===== config.mk =====
export PLATFORM = sky130hd
export DESIGN_NAME = cmp_timer_top
export DESIGN_NICKNAME = d
export VERILOG_FILES = /design/src/rtl/cmp_timer_pkg.sv /design/src/rtl/cmp_timer_tick.sv /design/src/rtl/cmp_timer_outpin.sv /design/src/rtl/cmp_timer_top.sv
export SDC_FILE = /design/constraint.sdc
export NUM_CORES = 1
export LEC_CHECK = 0
export ABC_CLOCK_PERIOD_IN_PS = 4600
export BUFFER_PORTS_ARGS = -buffer_cell sky130_fd_sc_hd__buf_2
export CAP_MARGIN = 20
export CORE_MARGIN = 2
export CORE_UTILIZATION = 40
export CTS_CLUSTER_DIAMETER = 40
export CTS_CLUSTER_SIZE = 16
export DETAILED_ROUTE_END_ITERATION = 10
export HOLD_SLACK_MARGIN = 0.06
export PLACE_DENSITY = 0.55
export RECOVER_POWER = 50
export SLEW_MARGIN = 40
export SYNTH_ARGS = -nofsm -noshare
export SYNTH_HDL_FRONTEND = slang
export SYNTH_SLANG_ARGS = --single-unit

===== constraint.sdc =====
create_clock -name clk -period 4.6 [get_ports clk]
set_input_delay 0.23 -clock clk [delete_from_list [all_inputs] [get_ports clk]]
set_output_delay 0.23 -clock clk [all_outputs]
set_load 0.05 [all_outputs]

===== src/rtl/cmp_timer_pkg.sv =====
package cmp_timer_pkg;

    localparam int CNT_W   = 16;
    localparam int DATA_W  = 16;
    localparam int ADDR_W  = 3;
    localparam int NUM_GR  = 4;
    localparam int SEL_W   = 3;
    localparam int ACT_W   = 3;
    localparam int PRE_W   = 1 << (SEL_W - 1); // enough bits for divide-by-8 with two select bits

    localparam int GR_A = 0;
    localparam int GR_B = 1;
    localparam int GR_C = 2;
    localparam int GR_D = 3;

    localparam logic [ADDR_W-1:0] ADR_CTRL = 3'd0;
    localparam logic [ADDR_W-1:0] ADR_ACT  = 3'd1;
    localparam logic [ADDR_W-1:0] ADR_GR0  = 3'd2;
    localparam logic [ADDR_W-1:0] ADR_FCLR = 3'd6;
    localparam logic [ADDR_W-1:0] ADR_LOAD = 3'd7;

    typedef struct packed {
        logic              clr_on_a;
        logic [SEL_W-1:0]  csel;
        logic              init_d;
        logic              init_c;
    } ctrl_t;

    localparam int CTRL_W = $bits(ctrl_t);

    function automatic logic next_level(input logic [ACT_W-1:0] act, input logic cur);
        case (act)
            3'b001:  return 1'b0;
            3'b010:  return 1'b1;
            3'b011:  return ~cur;
            default: return cur;
        endcase
    endfunction

endpackage


===== src/rtl/cmp_timer_tick.sv =====
module cmp_timer_tick
    import cmp_timer_pkg::*;
(
    input  logic             clk,
    input  logic             rst,
    input  logic [SEL_W-1:0] csel,
    input  logic             ext_in,
    output logic             tick
);

    logic [PRE_W-2:0] div_q;
    logic [2:0]       sync_q;
    logic             ext_rise;
    logic             int_tick;

    always_ff @(posedge clk) begin
        if (rst) begin
            div_q  <= '0;
            sync_q <= '0;
        end else begin
            div_q  <= div_q + 1'b1;
            sync_q <= {sync_q[1:0], ext_in};
        end
    end

    assign ext_rise = sync_q[1] & ~sync_q[2];

    always_comb begin
        int_tick = 1'b1;
        for (int i = 0; i < PRE_W - 1; i++) begin
            if (i < int'(csel[SEL_W-2:0])) int_tick = int_tick & div_q[i];
        end
    end

    assign tick = csel[SEL_W-1] ? ext_rise : int_tick;


    ext_single_chk: assert property (@(posedge clk) disable iff (rst)
        ext_rise |=> !ext_rise);


    div2_gap_chk: assert property (@(posedge clk) disable iff (rst)
        (tick && csel == 3'b001) |=> !(tick && csel == 3'b001));

endmodule


===== src/rtl/cmp_timer_outpin.sv =====
module cmp_timer_outpin
    import cmp_timer_pkg::*;
(
    input  logic             clk,
    input  logic             rst,
    input  logic             init_lvl,
    input  logic [ACT_W-1:0] act,
    input  logic             hit,
    output logic             pin
);

    logic seen_q;
    logic lvl_q;

    always_ff @(posedge clk) begin
        if (rst) begin
            seen_q <= 1'b0;
            lvl_q  <= 1'b0;
        end else if (hit) begin
            seen_q <= 1'b1;
            lvl_q  <= next_level(act, pin);
        end
    end

    assign pin = seen_q ? lvl_q : init_lvl;


    seen_keep_chk: assert property (@(posedge clk) disable iff (rst)
        seen_q |=> seen_q);


    pin_hold_chk: assert property (@(posedge clk) disable iff (rst)
        (seen_q && !hit) |=> $stable(pin));

endmodule


===== src/rtl/cmp_timer_top.sv =====
module cmp_timer_top
    import cmp_timer_pkg::*;
(
    input  logic              clk,
    input  logic              rst,
    input  logic              wr_en,
    input  logic [ADDR_W-1:0] wr_addr,
    input  logic [DATA_W-1:0] wr_data,
    input  logic              ext_evt,
    output logic [CNT_W-1:0]  count,
    output logic [NUM_GR-1:0] match_flags,
    output logic              pin_c,
    output logic              pin_d
);

    ctrl_t             ctrl_q;
    logic [ACT_W-1:0]  act_c_q;
    logic [ACT_W-1:0]  act_d_q;
    logic [CNT_W-1:0]  gr_q [NUM_GR];
    logic [CNT_W-1:0]  cnt_q;
    logic [NUM_GR-1:0] match_now;
    logic [NUM_GR-1:0] match_q;
    logic [NUM_GR-1:0] hit;
    logic [NUM_GR-1:0] flags_q;
    logic [NUM_GR-1:0] clr_mask;
    logic              tick;
    logic              load;

    assign load     = wr_en && (wr_addr == ADR_LOAD);
    assign clr_mask = (wr_en && wr_addr == ADR_FCLR) ? wr_data[NUM_GR-1:0] : '0;

    always_ff @(posedge clk) begin
        if (rst) begin
            ctrl_q  <= '0;
            act_c_q <= '0;
            act_d_q <= '0;
        end else if (wr_en) begin
            if (wr_addr == ADR_CTRL) ctrl_q <= ctrl_t'(wr_data[CTRL_W+1:2]);
            if (wr_addr == ADR_ACT) begin
                act_c_q <= wr_data[ACT_W-1:0];
                act_d_q <= wr_data[ACT_W+3:4];
            end
        end
    end

    for (genvar g = 0; g < NUM_GR; g++) begin : g_gr
        always_ff @(posedge clk) begin
            if (rst) gr_q[g] <= '1;
            else if (wr_en && wr_addr == ADR_GR0 + ADDR_W'(g)) gr_q[g] <= wr_data[CNT_W-1:0];
        end
        assign match_now[g] = (cnt_q == gr_q[g]);
        assign hit[g]       = match_now[g] & ~match_q[g];
    end

    cmp_timer_tick i_tick (
        .clk    (clk),
        .rst    (rst),
        .csel   (ctrl_q.csel),
        .ext_in (ext_evt),
        .tick   (tick)
    );

    always_ff @(posedge clk) begin
        if (rst) begin
            cnt_q   <= '0;
            match_q <= '0;
            flags_q <= '0;
        end else begin
            match_q <= match_now;
            flags_q <= (flags_q & ~clr_mask) | hit;
            if (load) cnt_q <= wr_data[CNT_W-1:0];
            else if (tick) begin
                if (ctrl_q.clr_on_a && match_now[GR_A]) cnt_q <= '0;
                else                                    cnt_q <= cnt_q + 1'b1;
            end
        end
    end

    cmp_timer_outpin i_pin_c (
        .clk      (clk),
        .rst      (rst),
        .init_lvl (ctrl_q.init_c),
        .act      (act_c_q),
        .hit      (hit[GR_C]),
        .pin      (pin_c)
    );

    cmp_timer_outpin i_pin_d (
        .clk      (clk),
        .rst      (rst),
        .init_lvl (ctrl_q.init_d),
        .act      (act_d_q),
        .hit      (hit[GR_D]),
        .pin      (pin_d)
    );

    assign count       = cnt_q;
    assign match_flags = flags_q;


    clr_on_a_chk: assert property (@(posedge clk) disable iff (rst)
        (tick && !load && ctrl_q.clr_on_a && cnt_q == gr_q[GR_A]) |=> (count == '0));


    wrap_chk: assert property (@(posedge clk) disable iff (rst)
        (tick && !load && cnt_q == '1 && !(ctrl_q.clr_on_a && match_now[GR_A])) |=> (count == '0));


    idle_chk: assert property (@(posedge clk) disable iff (rst)
        (!tick && !load) |=> $stable(count));


    flag_set_chk: assert property (@(posedge clk) disable iff (rst)
        (|hit) |=> ((match_flags & $past(hit)) == $past(hit)));

endmodule


==> results of run 1 <==
[cells by family (layout without fill, tap and decap cells)]
family          count (synthesis)  count (layout)  synth area share [%]
mux                            17              17                 3.228
simple gates                  189             189                 20.19
xor+xnor                       66              66                 10.81
flops                         110             110                 53.15
compound gates                 65              65                 8.234
buf+inv                        46              78                 3.930
fa+ha+maj                       2               2                0.4678
[sequential cells by signal (all words and copies together), names as in the netlist]
register	cells
gr_q	64
i_tick.div_q	3
ctrl_q	6
act_c_q	3
act_d_q	3
match_q	4
count	16
i_pin_c.lvl_q	1
i_pin_d.lvl_q	1
match_flags	4
i_tick.sync_q	3
i_pin_d.seen_q	1
i_pin_c.seen_q	1
[power by group through the flow]
stage	clock network [mW]	logic [mW]	registers, mW
after floorplan	0	0.149	1.16
after global placement	0	0.228	1.17
after detailed placement	0	0.230	1.17
after CTS	0.753	0.232	1.15
after global routing	0.793	0.246	1.15
final	0.737	0.227	1.15
[worst reg2reg max path, cell delays in order (launching register included)]
cell and delay [ns]:
dfxtp_1 0.74, xnor2_1 0.20, nand4_1 0.18, nor4_4 0.60, a211oi_2 0.30, a32oi_1 0.24, a21oi_1 0.08
[final cells by class]
cell class / count / area, um2
multi-input cells: 339 / 2303
repair buffers: 50 / 234.0
clock buffers: 9 / 225.2
inverters: 12 / 45.04
fillers: 1283 / 7218
clock inverters: 7 / 48.80
flip-flops and latches: 110 / 2843
well taps: 176 / 220.2
[cell usage after synthesis, drive strengths merged]
master | n | area (um2)
o211ai | 3 | 22.52
o31ai | 1 | 7.510
and3 | 5 | 31.28
or3 | 18 | 112.6
nor4 | 12 | 90.09
o31a | 1 | 8.760
inv | 12 | 45.04
nand2b | 51 | 319.1
mux2 | 2 | 22.52
edfxtp | 64 | 1922
and4 | 2 | 17.52
xnor2 | 38 | 332.8
a31oi | 6 | 37.54
or3b | 2 | 17.52
o21ai | 9 | 45.04
xor2 | 28 | 245.2
nor2 | 29 | 108.9
a21boi | 1 | 7.510
a211oi | 4 | 35.03
ha | 2 | 25.02
nor3 | 11 | 60.06
nand3 | 8 | 45.04
dfxtp | 46 | 920.9
a22oi | 11 | 82.58
clkbuf | 11 | 41.29
a2111o | 1 | 11.26
or4 | 1 | 7.510
mux2i | 15 | 150.1
buf | 23 | 123.9
nand2 | 23 | 88.84
nand4 | 14 | 87.58
nor3b | 5 | 42.54
a32oi | 1 | 8.760
a32o | 2 | 20.02
a21oi | 20 | 103.9
and2 | 2 | 12.51
a221oi | 4 | 41.29
nand3b | 1 | 7.510
nor2b | 5 | 31.28
a211o | 1 | 8.760
[worst max-delay path by stage]
stage / endpoint / slack [ns] / from / depth (start not counted)
after CTS: count[6]$_SDFFE_PP0P_ / 2.13 / count[6]$_SDFFE_PP0P_ / 6
after global routing: count[15]$_SDFFE_PP0P_ / 1.68 / rst / 5
after detailed placement: count[9]$_SDFFE_PP0P_ / 2.04 / wr_addr[0] / 6
after floorplan: count[2]$_SDFFE_PP0P_ / 2.35 / count[0]$_SDFFE_PP0P_ / 7
final: count[15]$_SDFFE_PP0P_ / 1.83 / rst / 5
after global placement: count[7]$_SDFFE_PP0P_ / 2.11 / wr_addr[0] / 6
[stage by stage]
stage	hold slack, ns	instance area, um2	setup WS, ns
2_1_floorplan	0.3582	5349	2.353
3_3_place_gp	0.4372	5693	2.107
3_5_place_dp	0.4412	5704	2.043
4_1_cts	0.08426	5978	2.134
5_1_grt	0.1206	5919	1.683
6_report	0.08946	5919	1.825
[routing by layer]
layer / share of wire, % / up-vias / wire, um
li1: - / 1808 / -
met3: 6.4 / 15 / 959
met4: 1.2 / 0 / 184
met2: 46 / 135 / 6896
met1: 46 / 1927 / 6834
met5: 0 / - / 0
==> run metrics, run 1 <==
peak supply drop 0.2680 mV; Mapped Nets 520; Critical Path End Type flip-flop; GRT overflow 0; Initial Util 40.71%; worst-path cell chain clkbuf_1 > clkbuf_1 > nor2_1 > o211ai_1 > o211ai_1; DIE WIDTH 119.6 um; cell count of the worst hold path 2; Final GP Congestion 0.8742; actual slew at the worst max-slew pin 2.348 ns; slowest CP cell clkbuf_1; GRT Total Usage 21.94%; WL/cell 21.16 um; CP bufs+invs 2; Worst Path Required 4.83 ns; Die H 119.6 um; Yosys cell types 52; Internal 1.542 mW; CTS Buffer Depth 2; number of port buffers 44; Synth Area per Inst 10.81 um2; vias in the first global route 3851; clk_lat worst skew 0.36 ns; kind of critical path in -> reg; Hold Buf Count CTS 0; Initial DRC Count 373; Hold WC Path Type in -> reg; DR vias/cell 5.526; share of layout cells above drive strength 1 12.33%; minimum clock period 2.775 ns; Ys Warns 0; Max-Cap Viols 2; Seq cells post-synth 110; R2R Path End count[6]$_SDFFE_PP0P_; commonest cells after routing, fill and taps aside 64 x edfxtp_1, 51 x nand2b_1, 46 x dfxtp_1; num rows 42; pwr dens 356.6 nW/um2; via count 3885; period utilization 60.32%; clock slew at reported path FFs 0.07 ns; clk sink count 110; Max-slew headroom -56.52%; unrepaired setup endpoints after global routing no; M3 GR Usage 5.276%; Core Area 13140 um2; Nets 547; final std cells w/o fill 703; Syn Inst Count 495; Psw 0.5687 mW; # diodes 0; I/O Pins 45; slack of the worst reg-to-reg path 2.04 ns; Flop pwr share 54.3%; GRT Max-Usage Layer met2; clock power share 34.9%; Post-CTS Resized 0; Max H-tree Level 3; Setup TNS 0 ns; hold_sp ext_evt; Post-Syn Area 5349 um2; fin. max-slew vios 69; Final Setup Violations 0; commonest non-fill, non-tap cell in the layout edfxtp_1; post-layout util 45.06%; status finished, violations left; fmax 0.3604 GHz; Area growth, synth to finish 10.67%; Post-route DRC 0; Hold Fails Final Rpt 0; TritonCTS clock tree done; Pre-antenna DRT Iters 5; Clock Tree Root clkbuf_16; Crit Path Max Fanout 51; Largest stage delay, worst path 1.74 ns; part of the power in combinational logic 10.7%; crit start category primary input; die area 14310 um2; CP Data Arrival Time 3.01 ns; met1 usage 31.14%; Leak Pwr 1.980 nW; clk_skew 0.01135 ns; first-pass GRT wire length 23180 um; sequential fraction of the synthesis area 53.15%; dpl hpwl 10330 um; largest net degree at the start of global routing 52; ANT nets after route 0; Detailed Route WL 14870 um; failing checks max-capacitance violations, max-slew violations; total power 2.111 mW; Sw Ratio 26.95%; sink of the worst hold path i_tick.sync_q[0]$_SDFF_PP0_; family with the most delay on the worst path buffers and inverters; initial antenna violation count 0; Placed Cells 687; GR Util met2 34.00%; cell count of the worst reg-to-reg path 6; Post-CTS Setup Inserts 0; FF-to-FF Start count[6]$_SDFFE_PP0P_; Num CTS Buffers 9
(Power assumes the default switching activity.)
==> inputs of run 2 (changes only) <==
ABC_CLOCK_PERIOD_IN_PS = 2900   (was 4600)
clock period = 2.9 ns   (was 4.6 ns; I/O delays follow)
==> run metrics, run 2 (synthesis results as in run 1) <==
Crit Path Max Fanout 9 (-82%); Leak Pwr 2.090 nW (+5.5%); Post-CTS Setup Inserts 0 (unchanged); slack of the worst reg-to-reg path 0.54 ns (-1.50 ns); Post-CTS Resized 0 (unchanged); Hold WC Path Type in -> reg; area of the multi-input gates 2293 um2 (-0.43%); Placed Cells 703 (+2.3%); Die H 119.6 um (unchanged); GRT Total Usage 20.93% (-1.0 points); Pre-antenna DRT Iters 5 (unchanged); R2R Path End count[6]$_SDFFE_PP0P_; unrepaired setup endpoints after global routing no; share of layout cells above drive strength 1 14.52% (+2.2 points); final worst setup slack 0.5375 ns (-1.288 ns); Critical Path End Type flip-flop; minimum clock period 2.363 ns; Max H-tree Level 3 (unchanged); Largest stage delay, worst path 0.63 ns (-1.11 ns); DR top layer met4; CP bufs+invs 0 (-2); Max-Cap Viols 0 (-2); Filler cells 1292 (+0.70%); GRT overflow 0 (unchanged); first-pass GRT wire length 22340 um (-3.7%); Final Setup Violations 0 (unchanged); Num CTS Buffers 9 (unchanged); Design Area, Final 6088 um2 (+2.9%); TritonCTS clock tree done; WL/cell 20.18 um (-4.6%); Final GP Congestion 0.9257 (+5.9%); num rows 42 (unchanged); hold_ws 0.1018 ns (+0.01237 ns); initial antenna violation count 0 (unchanged); family with the most delay on the worst path simple AND/OR/NAND/NOR gates; die area 14310 um2 (unchanged); Hold Fails Final Rpt 0 (unchanged); Nets 564 (+3.1%); area occupied by registers 2843 um2 (unchanged); fin. max-slew vios 0 (-100%); max reg flops 64 (unchanged); clock slew at reported path FFs 0.07 ns (about the same); cell count of the worst reg-to-reg path 6 (unchanged); status finished, final reports clean; Metal-1 WL 6693 um (-2.1%); dpl hpwl 10380 um (+0.49%); clk sink count 110 (unchanged); Core Area 13140 um2 (unchanged); cell count of the worst hold path 3 (+1); Post-route DRC 0 (unchanged); Clock Tree Root clkbuf_16; # diodes 0 (unchanged); vias in the first global route 3776 (-1.9%); peak supply drop 0.2907 mV (+8.5%); CTS Buffer Depth 2 (unchanged); hold_sp wr_data[8]; post-layout util 46.34% (+1.3 points); fmax 0.4233 GHz; clk_lat worst skew 0.36 ns (about the same); DP Area 5813 um2 (+1.9%); Initial Util 40.71% (unchanged); sink of the worst hold path count[8]$_SDFFE_PP0P_; clk_skew 0.006034 ns (-0.005319 ns); actual slew at the worst max-slew pin 1.422 ns (-0.9254 ns); pwr dens 580.5 nW/um2 (+63%); Levels on crit path 6 (+1); slowest CP cell nor4_4; Max-slew headroom 5.170% (+62 points); Area growth, synth to finish 13.82%; Detailed Route WL 14530 um (-2.3%); Setup WS pre-CTS 0.6217 ns (-1.421 ns); Initial DRC Count 375 (+0.54%); wire length on met3 936 um (-2.4%); worst-path cell chain xnor2_1 > nand4_1 > nor4_4 > a211oi_2 > a32oi_1 > a21oi_1; DR vias/cell 5.350 (-3.2%); I/O Pins 45 (unchanged); ANT nets after route 0 (unchanged); number of port buffers 44 (unchanged); CP Data Arrival Time 2.58 ns (-0.43 ns); Biggest register gr_q; total power 3.534 mW (+67%); commonest cells after routing, fill and taps aside 64 x edfxtp_1, 51 x nand2b_1, 46 x dfxtp_1; via count 3852 (-0.85%); final std cells w/o fill 720 (+2.4%); FF-to-FF Start count[0]$_SDFFE_PP0P_; crit start category flip-flop; largest net degree at the start of global routing 37 (-29%); kind of critical path reg -> reg; period utilization 81.47%; wire length on met2 6654 um (-3.5%); DIE WIDTH 119.6 um (unchanged); Worst Path Required 3.11 ns (-1.72 ns); Setup TNS 0 ns (unchanged); commonest non-fill, non-tap cell in the layout edfxtp_1
-- run 2: worst register-to-register path, delay by kind of cell, from the launching register on --
kind,cells,cell delay [ns]
flops,1,0.62
compound gates,3,0.61
xor+xnor,1,0.18
simple gates,2,0.83
-- run 2: layer usage --
metal  GRT usage (%)  vias to the layer above
li1                -                     1849
met1           29.74                     1844
met2           32.68                      141
met3           3.184                       18
met4           7.132                        0
met5               0                        -
-- run 2: area by class of cell --
| cell class | instances | area share (%) |
|---|---|---|
| flip-flops and latches | 110 | 46.69 |
| clock inverters | 7 | 1.582 |
| clock buffers | 9 | 3.699 |
| well taps | 176 | 3.617 |
| repair buffers | 67 | 6.001 |
| inverters | 12 | 0.7398 |
| multi-input cells | 339 | 37.67 |
-- run 2: worst max-delay path by stage --
stage / from / slack (ns) / to
global placement: count[0]$_SDFFE_PP0P_ / 0.62 / count[8]$_SDFFE_PP0P_
finish: count[0]$_SDFFE_PP0P_ / 0.54 / count[6]$_SDFFE_PP0P_
CTS: count[0]$_SDFFE_PP0P_ / 0.61 / count[6]$_SDFFE_PP0P_
global route: count[0]$_SDFFE_PP0P_ / 0.40 / count[1]$_SDFFE_PP0P_
detailed placement: count[0]$_SDFFE_PP0P_ / 0.62 / count[6]$_SDFFE_PP0P_
floorplan: count[0]$_SDFFE_PP0P_ / 0.65 / count[2]$_SDFFE_PP0P_
-- run 2: power by group --
group / switching, mW / internal, mW / total (mW)
combinational: 0.243 / 0.142 / 0.384
sequential: 0.0686 / 1.73 / 1.80
clock: 0.587 / 0.761 / 1.35
total: 0.899 / 2.64 / 3.53
-- run 2: repair_timing --
item,CTS,global route
hold buffers,1,0
endpoints found under the hold margin,1,0
endpoints found under the setup margin,0,0
